==> config.mk <==
export PLATFORM = sky130hd
export DESIGN_NAME = burst_addr_gen
export DESIGN_NICKNAME = d
export VERILOG_FILES = /design/src/rtl/burst_pkg.sv /design/src/rtl/burst_load_ctl.sv /design/src/rtl/burst_state_reg.sv /design/src/rtl/burst_order_map.sv /design/src/rtl/burst_addr_gen.sv
export SDC_FILE = /design/constraint.sdc
export NUM_CORES = 1
export LEC_CHECK = 0
export ABC_AREA = 0
export BUFFER_PORTS_ARGS = -buffer_cell sky130_fd_sc_hd__buf_2
export CORE_AREA = 2 2 39 41
export DETAILED_ROUTE_END_ITERATION = 7
export DIE_AREA = 0 0 41 43
export PLACE_DENSITY_LB_ADDON = 0.15
export SYNTH_ARGS = -nofsm -noshare
export SYNTH_HDL_FRONTEND = slang
export SYNTH_HIERARCHICAL = 1
export SYNTH_SLANG_ARGS = --single-unit
==> constraint.sdc <==
create_clock -name clk -period 2.2 [get_ports clk]
set_input_delay 0.44 -clock clk [delete_from_list [all_inputs] [get_ports clk]]
set_output_delay 0.44 -clock clk [all_outputs]
set_load 0.01 [all_outputs]
==> src/rtl/burst_pkg.sv <==
// Package: shared widths and helpers for the burst address generator.
// Assumes a four-beat burst, so the beat counter is two bits wide.
package burst_pkg;
    localparam int BEAT_W = 2;
    typedef logic [BEAT_W-1:0] beat_t;

    // Linear step: add beat to base modulo the burst length.
    function automatic beat_t lin_step(input beat_t base, input beat_t beat);
        return beat_t'(base + beat);
    endfunction

    // Interleaved step: XOR beat into base.
    function automatic beat_t ilv_step(input beat_t base, input beat_t beat);
        return base ^ beat;
    endfunction
endpackage

==> src/rtl/burst_load_ctl.sv <==
// Load/advance decision logic.
// Assumes all strobes, advance and chip enable are active low. A load
// outranks an advance, and the memory-side strobe ignores chip enable.
module burst_load_ctl (
    input  logic strobe_ctl_n,
    input  logic strobe_mem_n,
    input  logic adv_n,
    input  logic ce_n,
    output logic load,
    output logic step
);
    // Decide whether this edge loads a new address or steps the beat.
    always_comb begin
        load = !strobe_mem_n || (!strobe_ctl_n && !ce_n);
        step = !load && !adv_n;
    end
endmodule

==> src/rtl/burst_state_reg.sv <==
// Holds the captured base address and the running beat count.
// Assumes a synchronous active-low reset. The beat counter wraps freely.
module burst_state_reg #(
    parameter int ADDR_W = 8
) (
    input  logic                      clk,
    input  logic                      rst_n,
    input  logic                      load,
    input  logic                      step,
    input  logic [ADDR_W-1:0]         addr_in,
    output logic [ADDR_W-1:0]         base_q,
    output logic [burst_pkg::BEAT_W-1:0] beat_q
);
    import burst_pkg::*;

    // Capture the base on load; count beats on step.
    always_ff @(posedge clk) begin
        if (!rst_n) begin
            base_q <= '0;
            beat_q <= '0;
        end else if (load) begin
            base_q <= addr_in;
            beat_q <= '0;
        end else if (step) begin
            beat_q <= beat_q + beat_t'(1);
        end
    end
endmodule

==> src/rtl/burst_order_map.sv <==
// Maps base low bits and beat count to the output low bits.
// Assumes mode_lin = 1 means linear. Any other value, including X or Z in
// simulation, falls to the interleaved branch.
module burst_order_map (
    input  logic [burst_pkg::BEAT_W-1:0] base_lo,
    input  logic [burst_pkg::BEAT_W-1:0] beat,
    input  logic                         mode_lin,
    output logic [burst_pkg::BEAT_W-1:0] lo_out
);
    import burst_pkg::*;

    // Choose the step order for the current beat.
    always_comb begin
        if (mode_lin) lo_out = lin_step(base_lo, beat);
        else          lo_out = ilv_step(base_lo, beat);
    end
endmodule

==> src/rtl/burst_addr_gen.sv <==
// Top: burst address generator for a synchronous burst memory.
// Assumes ADDR_W > BEAT_W. Only the low BEAT_W bits are burst-stepped and
// the upper bits hold the loaded value.
module burst_addr_gen #(
    parameter int ADDR_W = 8
) (
    input  logic              clk,
    input  logic              rst_n,
    input  logic [ADDR_W-1:0] addr_in,
    input  logic              strobe_ctl_n,
    input  logic              strobe_mem_n,
    input  logic              adv_n,
    input  logic              ce_n,
    input  logic              mode_lin,
    output logic [ADDR_W-1:0] addr_out
);
    import burst_pkg::*;
    localparam int HI_W = ADDR_W - BEAT_W;

    logic              load;
    logic              step;
    logic [ADDR_W-1:0] base_q;
    beat_t             beat_q;
    beat_t             lo_out;

    burst_load_ctl u_ctl (
        .strobe_ctl_n (strobe_ctl_n),
        .strobe_mem_n (strobe_mem_n),
        .adv_n        (adv_n),
        .ce_n         (ce_n),
        .load         (load),
        .step         (step)
    );

    burst_state_reg #(.ADDR_W(ADDR_W)) u_state (
        .clk     (clk),
        .rst_n   (rst_n),
        .load    (load),
        .step    (step),
        .addr_in (addr_in),
        .base_q  (base_q),
        .beat_q  (beat_q)
    );

    burst_order_map u_map (
        .base_lo  (base_q[BEAT_W-1:0]),
        .beat     (beat_q),
        .mode_lin (mode_lin),
        .lo_out   (lo_out)
    );

    // Join the frozen upper bits with the stepped low bits.
    always_comb begin
        addr_out = {base_q[ADDR_W-1 -: HI_W], lo_out};
    end
endmodule

# Yosys cells after proc, flatten, opt, wreduce, memory -nomap -nowiden

Index checks and enable logic that the tools add are counted.

Add/subtract/negate cells: 2
Multiplexer cells: 1
Bitwise gates (word level): 2
Reductions and logical operators: 9

Operator list:

| kind                | number |
|---|---|
| $logic_not 1->1     | 5 |
| $add 2x1->2 const B | 1 |
| $add 2x2->2         | 1 |
| $logic_and 1x1->1   | 2 |
| $mux 2              | 1 |
| $reduce_or 2->1     | 1 |
| $xor 2x2->2         | 1 |
| $logic_or 1x1->1    | 1 |
| $not 1->1           | 1 |

Bits in registers: 10
Input bits: 15
Output and inout port bits: 8
Word-level logic and storage cells: 16

# Longest topological paths before layout

Word-level depth: 5
Mapped depth: 4
Mapped depth without buffers: 4

# Modules after synthesis

Netlist, hierarchy kept.

Modules (own cells, without submodules):

| module          | times used | cells an instance | area an instance (µm²) | seq. area each (µm²) |
|---|---|---|---|---|
| burst_state_reg | 1          | 33                | 390.4                  | 200.2 |
| burst_order_map | 1          | 4                 | 33.8                   | 0.0 |
| burst_load_ctl  | 1          | 2                 | 12.5                   | 0.0 |

# Worst setup path after synthesis

No wires, ideal clock.

Path kind: register to output
Start: register u_state/beat_q[0] (netlist bit)
End: output port addr_out[1]
Arrival: 0.788 ns
Required time: 1.760 ns
Setup slack: 0.972 ns
Stages on the path, launching flop included: 4
Path buffers: 0
Cells stage by stage: dfxtp_1 ha_1 nand2_1 xnor2_1

Longest elaborated chain between the ends: 2

Ends and longest elaborated chain:

| item                   | line                  | source |
|---|---|---|
| from (decl)            | burst_state_reg.sv:12 | `output logic [burst_pkg::BEAT_W-1:0] beat_q` |
| from (signal assigned) | burst_state_reg.sv:25 | `beat_q <= beat_q + beat_t'(1);` |
| $add 2x2->2            | burst_pkg.sv:9        | `return beat_t'(base + beat);` |
| $mux 2                 | burst_order_map.sv:14 | `if (mode_lin) lo_out = lin_step(base_lo, beat);` |
| to (decl)              | burst_addr_gen.sv:15  | `output logic [ADDR_W-1:0] addr_out` |

No other way between the ends.

# Final worst setup path

Ends and elaborated chain as after synthesis.

==> key figures <==
STA
  • Final Slew Violations: 0
  • RSZ-0062 raised after global routing: false
  • Max_slew headroom: 85.62%
  • Final period utilization: a little under three quarters
  • Worst Skew: 3.006 ps
  • Fin Setup TNS: 0 ps
  • Achievable Freq: 637.9 MHz
  • Setup Viol. Count Final: 0
  • Endpoints failing hold: 0
  • Least-Margin Pin Slew: 214.9 ps
  • Period minus WS final: about 1600 ps

Yosys
  • Yosys reg bits: 10
  • Warnings from Yosys: 6
  • Yosys cell types: 14
  • Mapped Area: between 400 and 500 µm²
  • Synthesized Nets: 55
  • Post-Synthesis Cells: 39
  • Sequential-to-total area share from yosys stat: 45.85%
  • Average cell area after synthesis: 11.20 µm²

Setup path
  • Startpoint types: flip-flop
  • Worst setup EP type: output port
  • CP Max Fanout: 4
  • Reg-to-Reg Start: u_state/beat_q[1]$_SDFFE_PP0P_
  • Kind of critical path: flip-flop to output port
  • Worst EP required: 1760 ps
  • Flop2flop setup slack: 1460 ps
  • Arr. time, crit path: 1130 ps
  • R2R cell count: 2
  • Reg-to-reg endpoint: u_state/beat_q[1]$_SDFFE_PP0P_

Place
  • DP Wirelength: 574.2 µm
  • Gpl congestion: roughly 0.63
  • Port Buffers: 22

Clock network
  • Setup Buffers After CTS: 0
  • Hold-fix buffers, CTS: 0
  • CTS root buf: clkbuf_4
  • CTS tree: done
  • CTS-repair resized insts: 0
  • Clock-pin slew on the worst setup and hold paths: 70 ps
  • CTS Buf Count: 3
  • Clock Latency Late Sink: around 260 ps
  • Deepest clock path buffer count: 2
  • Clock sink count: 10
  • H-Tree Depth: 1

Hold path
  • Hold Crit Depth: 3
  • Hold EP: u_state/base_q[6]$_SDFFE_PN0P_
  • Worst hold-check path type: primary input to flip-flop
  • Hold_sp: addr_in[6]

Final layout
  • Antenna fix cells: 0
  • Area Growth Syn to Fin: 37.25%
  • Net count reported at finish: 82
  • Fraction of layout instances using a drive strength above 1: a little under half
  • Fillers: approximately 150

Route
  • Drt wl/cell: 9.494 µm
  • Via-per-instance ratio: 4.321
  • Drt drc: 0
  • Iter 0 DRT Violations: 2
  • Total wire length: 769 µm
  • Routed vias: 350
  • DRT Pass-1 Iters: 3
  • Final ANT Viol Nets: 0

Die
  • DIE HEIGHT: 43 µm
  • # rows: 14
  • I/O pin total: 23
  • DIE WIDTH: 41 µm
  • Initial Util: 31.56%
  • Core area: 1384 µm²
  • Die Area: around 1800 µm²

Pwr
  • Total power: about 420 µW
  • Peak supply drop: 0.0003730 V
  • PD cells: 705.9 nW/µm²
  • Leakage: 0.3160 nW

GRT
  • Tot GR Track Use: a little over a tenth
  • Initial antenna violation count: 0
  • Vias in the first global route: 294
  • Largest net degree at the start of global routing: 11
  • First-pass GRT wire length: 1200 µm
  • Overflow after GRT: 0

Job
  • Max cap viols: 0

Status
  • Status: complete, no violations
==> synth_stat cells <==
| library cell | instances | area share, % |
|---|---|---|
| dfxtp_1 | 10 | 46 |
| nand2_1 | 1 | 0.86 |
| nand3b_1 | 1 | 1.7 |
| xor2_1 | 1 | 2.0 |
| ha_1 | 1 | 2.9 |
| nand2b_4 | 1 | 3.2 |
| a21oi_1 | 1 | 1.1 |
| xnor2_1 | 2 | 4.0 |
| nor2b_1 | 8 | 11 |
| nor2_1 | 2 | 1.7 |
| mux2i_1 | 8 | 18 |
| buf_6 | 1 | 2.6 |
| a21bo_2 | 1 | 2.3 |
| o21ai_2 | 1 | 2.0 |
==> critical path, cell delays in order, from the launching register on <==
cell and delay, ps:
dfxtp_1 390, ha_1 170, nand2_1 60, xnor2_1 120, buf_2 140
==> sequential cells by signal (all words and copies together) (netlist names) <==
| name | cells |
|---|---|
| u_state/base_q | 8 |
| u_state/beat_q | 2 |
==> cells by family after synthesis <==
family,after synthesis,share of synthesized area [%]
AOI/OAI and AO/OA,3,5.443
xor gates and xnor gates,3,6.018
adders and majority gates,1,2.865
buffers and inverters,1,2.579
DFF,10,45.84
muxes,8,18.34
and+or+nand+nor,13,18.91
==> metrics by stage <==
step	hold slack (ps)	area (µm²)	instances	util [%]	worst slack [ps]
after floorplan	489.4	436.7	39	-	972.3
after global placement	500.2	563.0	77	40.69	859.2
after detailed placement	502.3	563.0	77	40.69	835.4
after CTS	429.0	599.3	81	43.31	615.6
after global routing	434.2	599.3	81	43.31	514.2
final	434.1	599.3	81	43.31	632.4
==> per-layer routing <==
layer	routed length [µm]	up-vias	global-route usage, %	share of wire (%)
met4	0	0	10.00	0
met2	336	15	12.50	44
met3	72	0	3.141	9.4
li1	-	180	-	-
met5	0	-	0	0
met1	361	155	14.52	47
==> cells in the final DEF (no fill, tap or decap) <==
master    Yosys  final
a21bo_2       1      1
nand2b_4      1      1
nand3b_1      1      1
dfxtp_1      10     10
clkbuf_8      0      1
nand2_1       1      1
nor2_1        2      2
buf_4         0      1
xor2_1        1      1
clkbuf_4      0      3
ha_1          1      1
mux2i_1       8      8
nor2b_1       8      8
o21ai_2       1      1
a21oi_1       1      1
xnor2_1       2      2
buf_2         0     22
==> cell type report <==
cell class / instances / area (µm²) / area share (%)
Multi-Input combinational cell: 28 / 225.2 / 37.58
Timing Repair Buffer: 23 / 117.6 / 19.62
Tap cell: 16 / 20.02 / 3.340
Sequential cell: 10 / 200.2 / 33.40
Clock buffer: 4 / 36.28 / 6.054
==> worst max path at each step <==
stage / from / endpoint / slack (ps) / depth (start not counted)
after floorplan: u_state/beat_q[0]$_SDFFE_PP0P_ / addr_out[1] / 970 / 3
after global placement: ce_n / u_state/beat_q[1]$_SDFFE_PP0P_ / 860 / 6
after detailed placement: ce_n / u_state/beat_q[1]$_SDFFE_PP0P_ / 840 / 6
after CTS: u_state/beat_q[0]$_SDFFE_PP0P_ / addr_out[1] / 620 / 4
after global routing: u_state/beat_q[0]$_SDFFE_PP0P_ / addr_out[1] / 510 / 4
final: u_state/beat_q[0]$_SDFFE_PP0P_ / addr_out[1] / 630 / 4
==> power breakdown <==
group / leakage [nW] / internal, mW / total (mW) / switching [mW]
Sequential: 0.0824 / 0.191 / 0.197 / 0.00523
Combinational: 0.213 / 0.0339 / 0.0616 / 0.0277
Clock: 0.0210 / 0.100 / 0.165 / 0.0645
Total: 0.316 / 0.326 / 0.423 / 0.0974
Note: power is estimated with default switching activity, not from simulation.
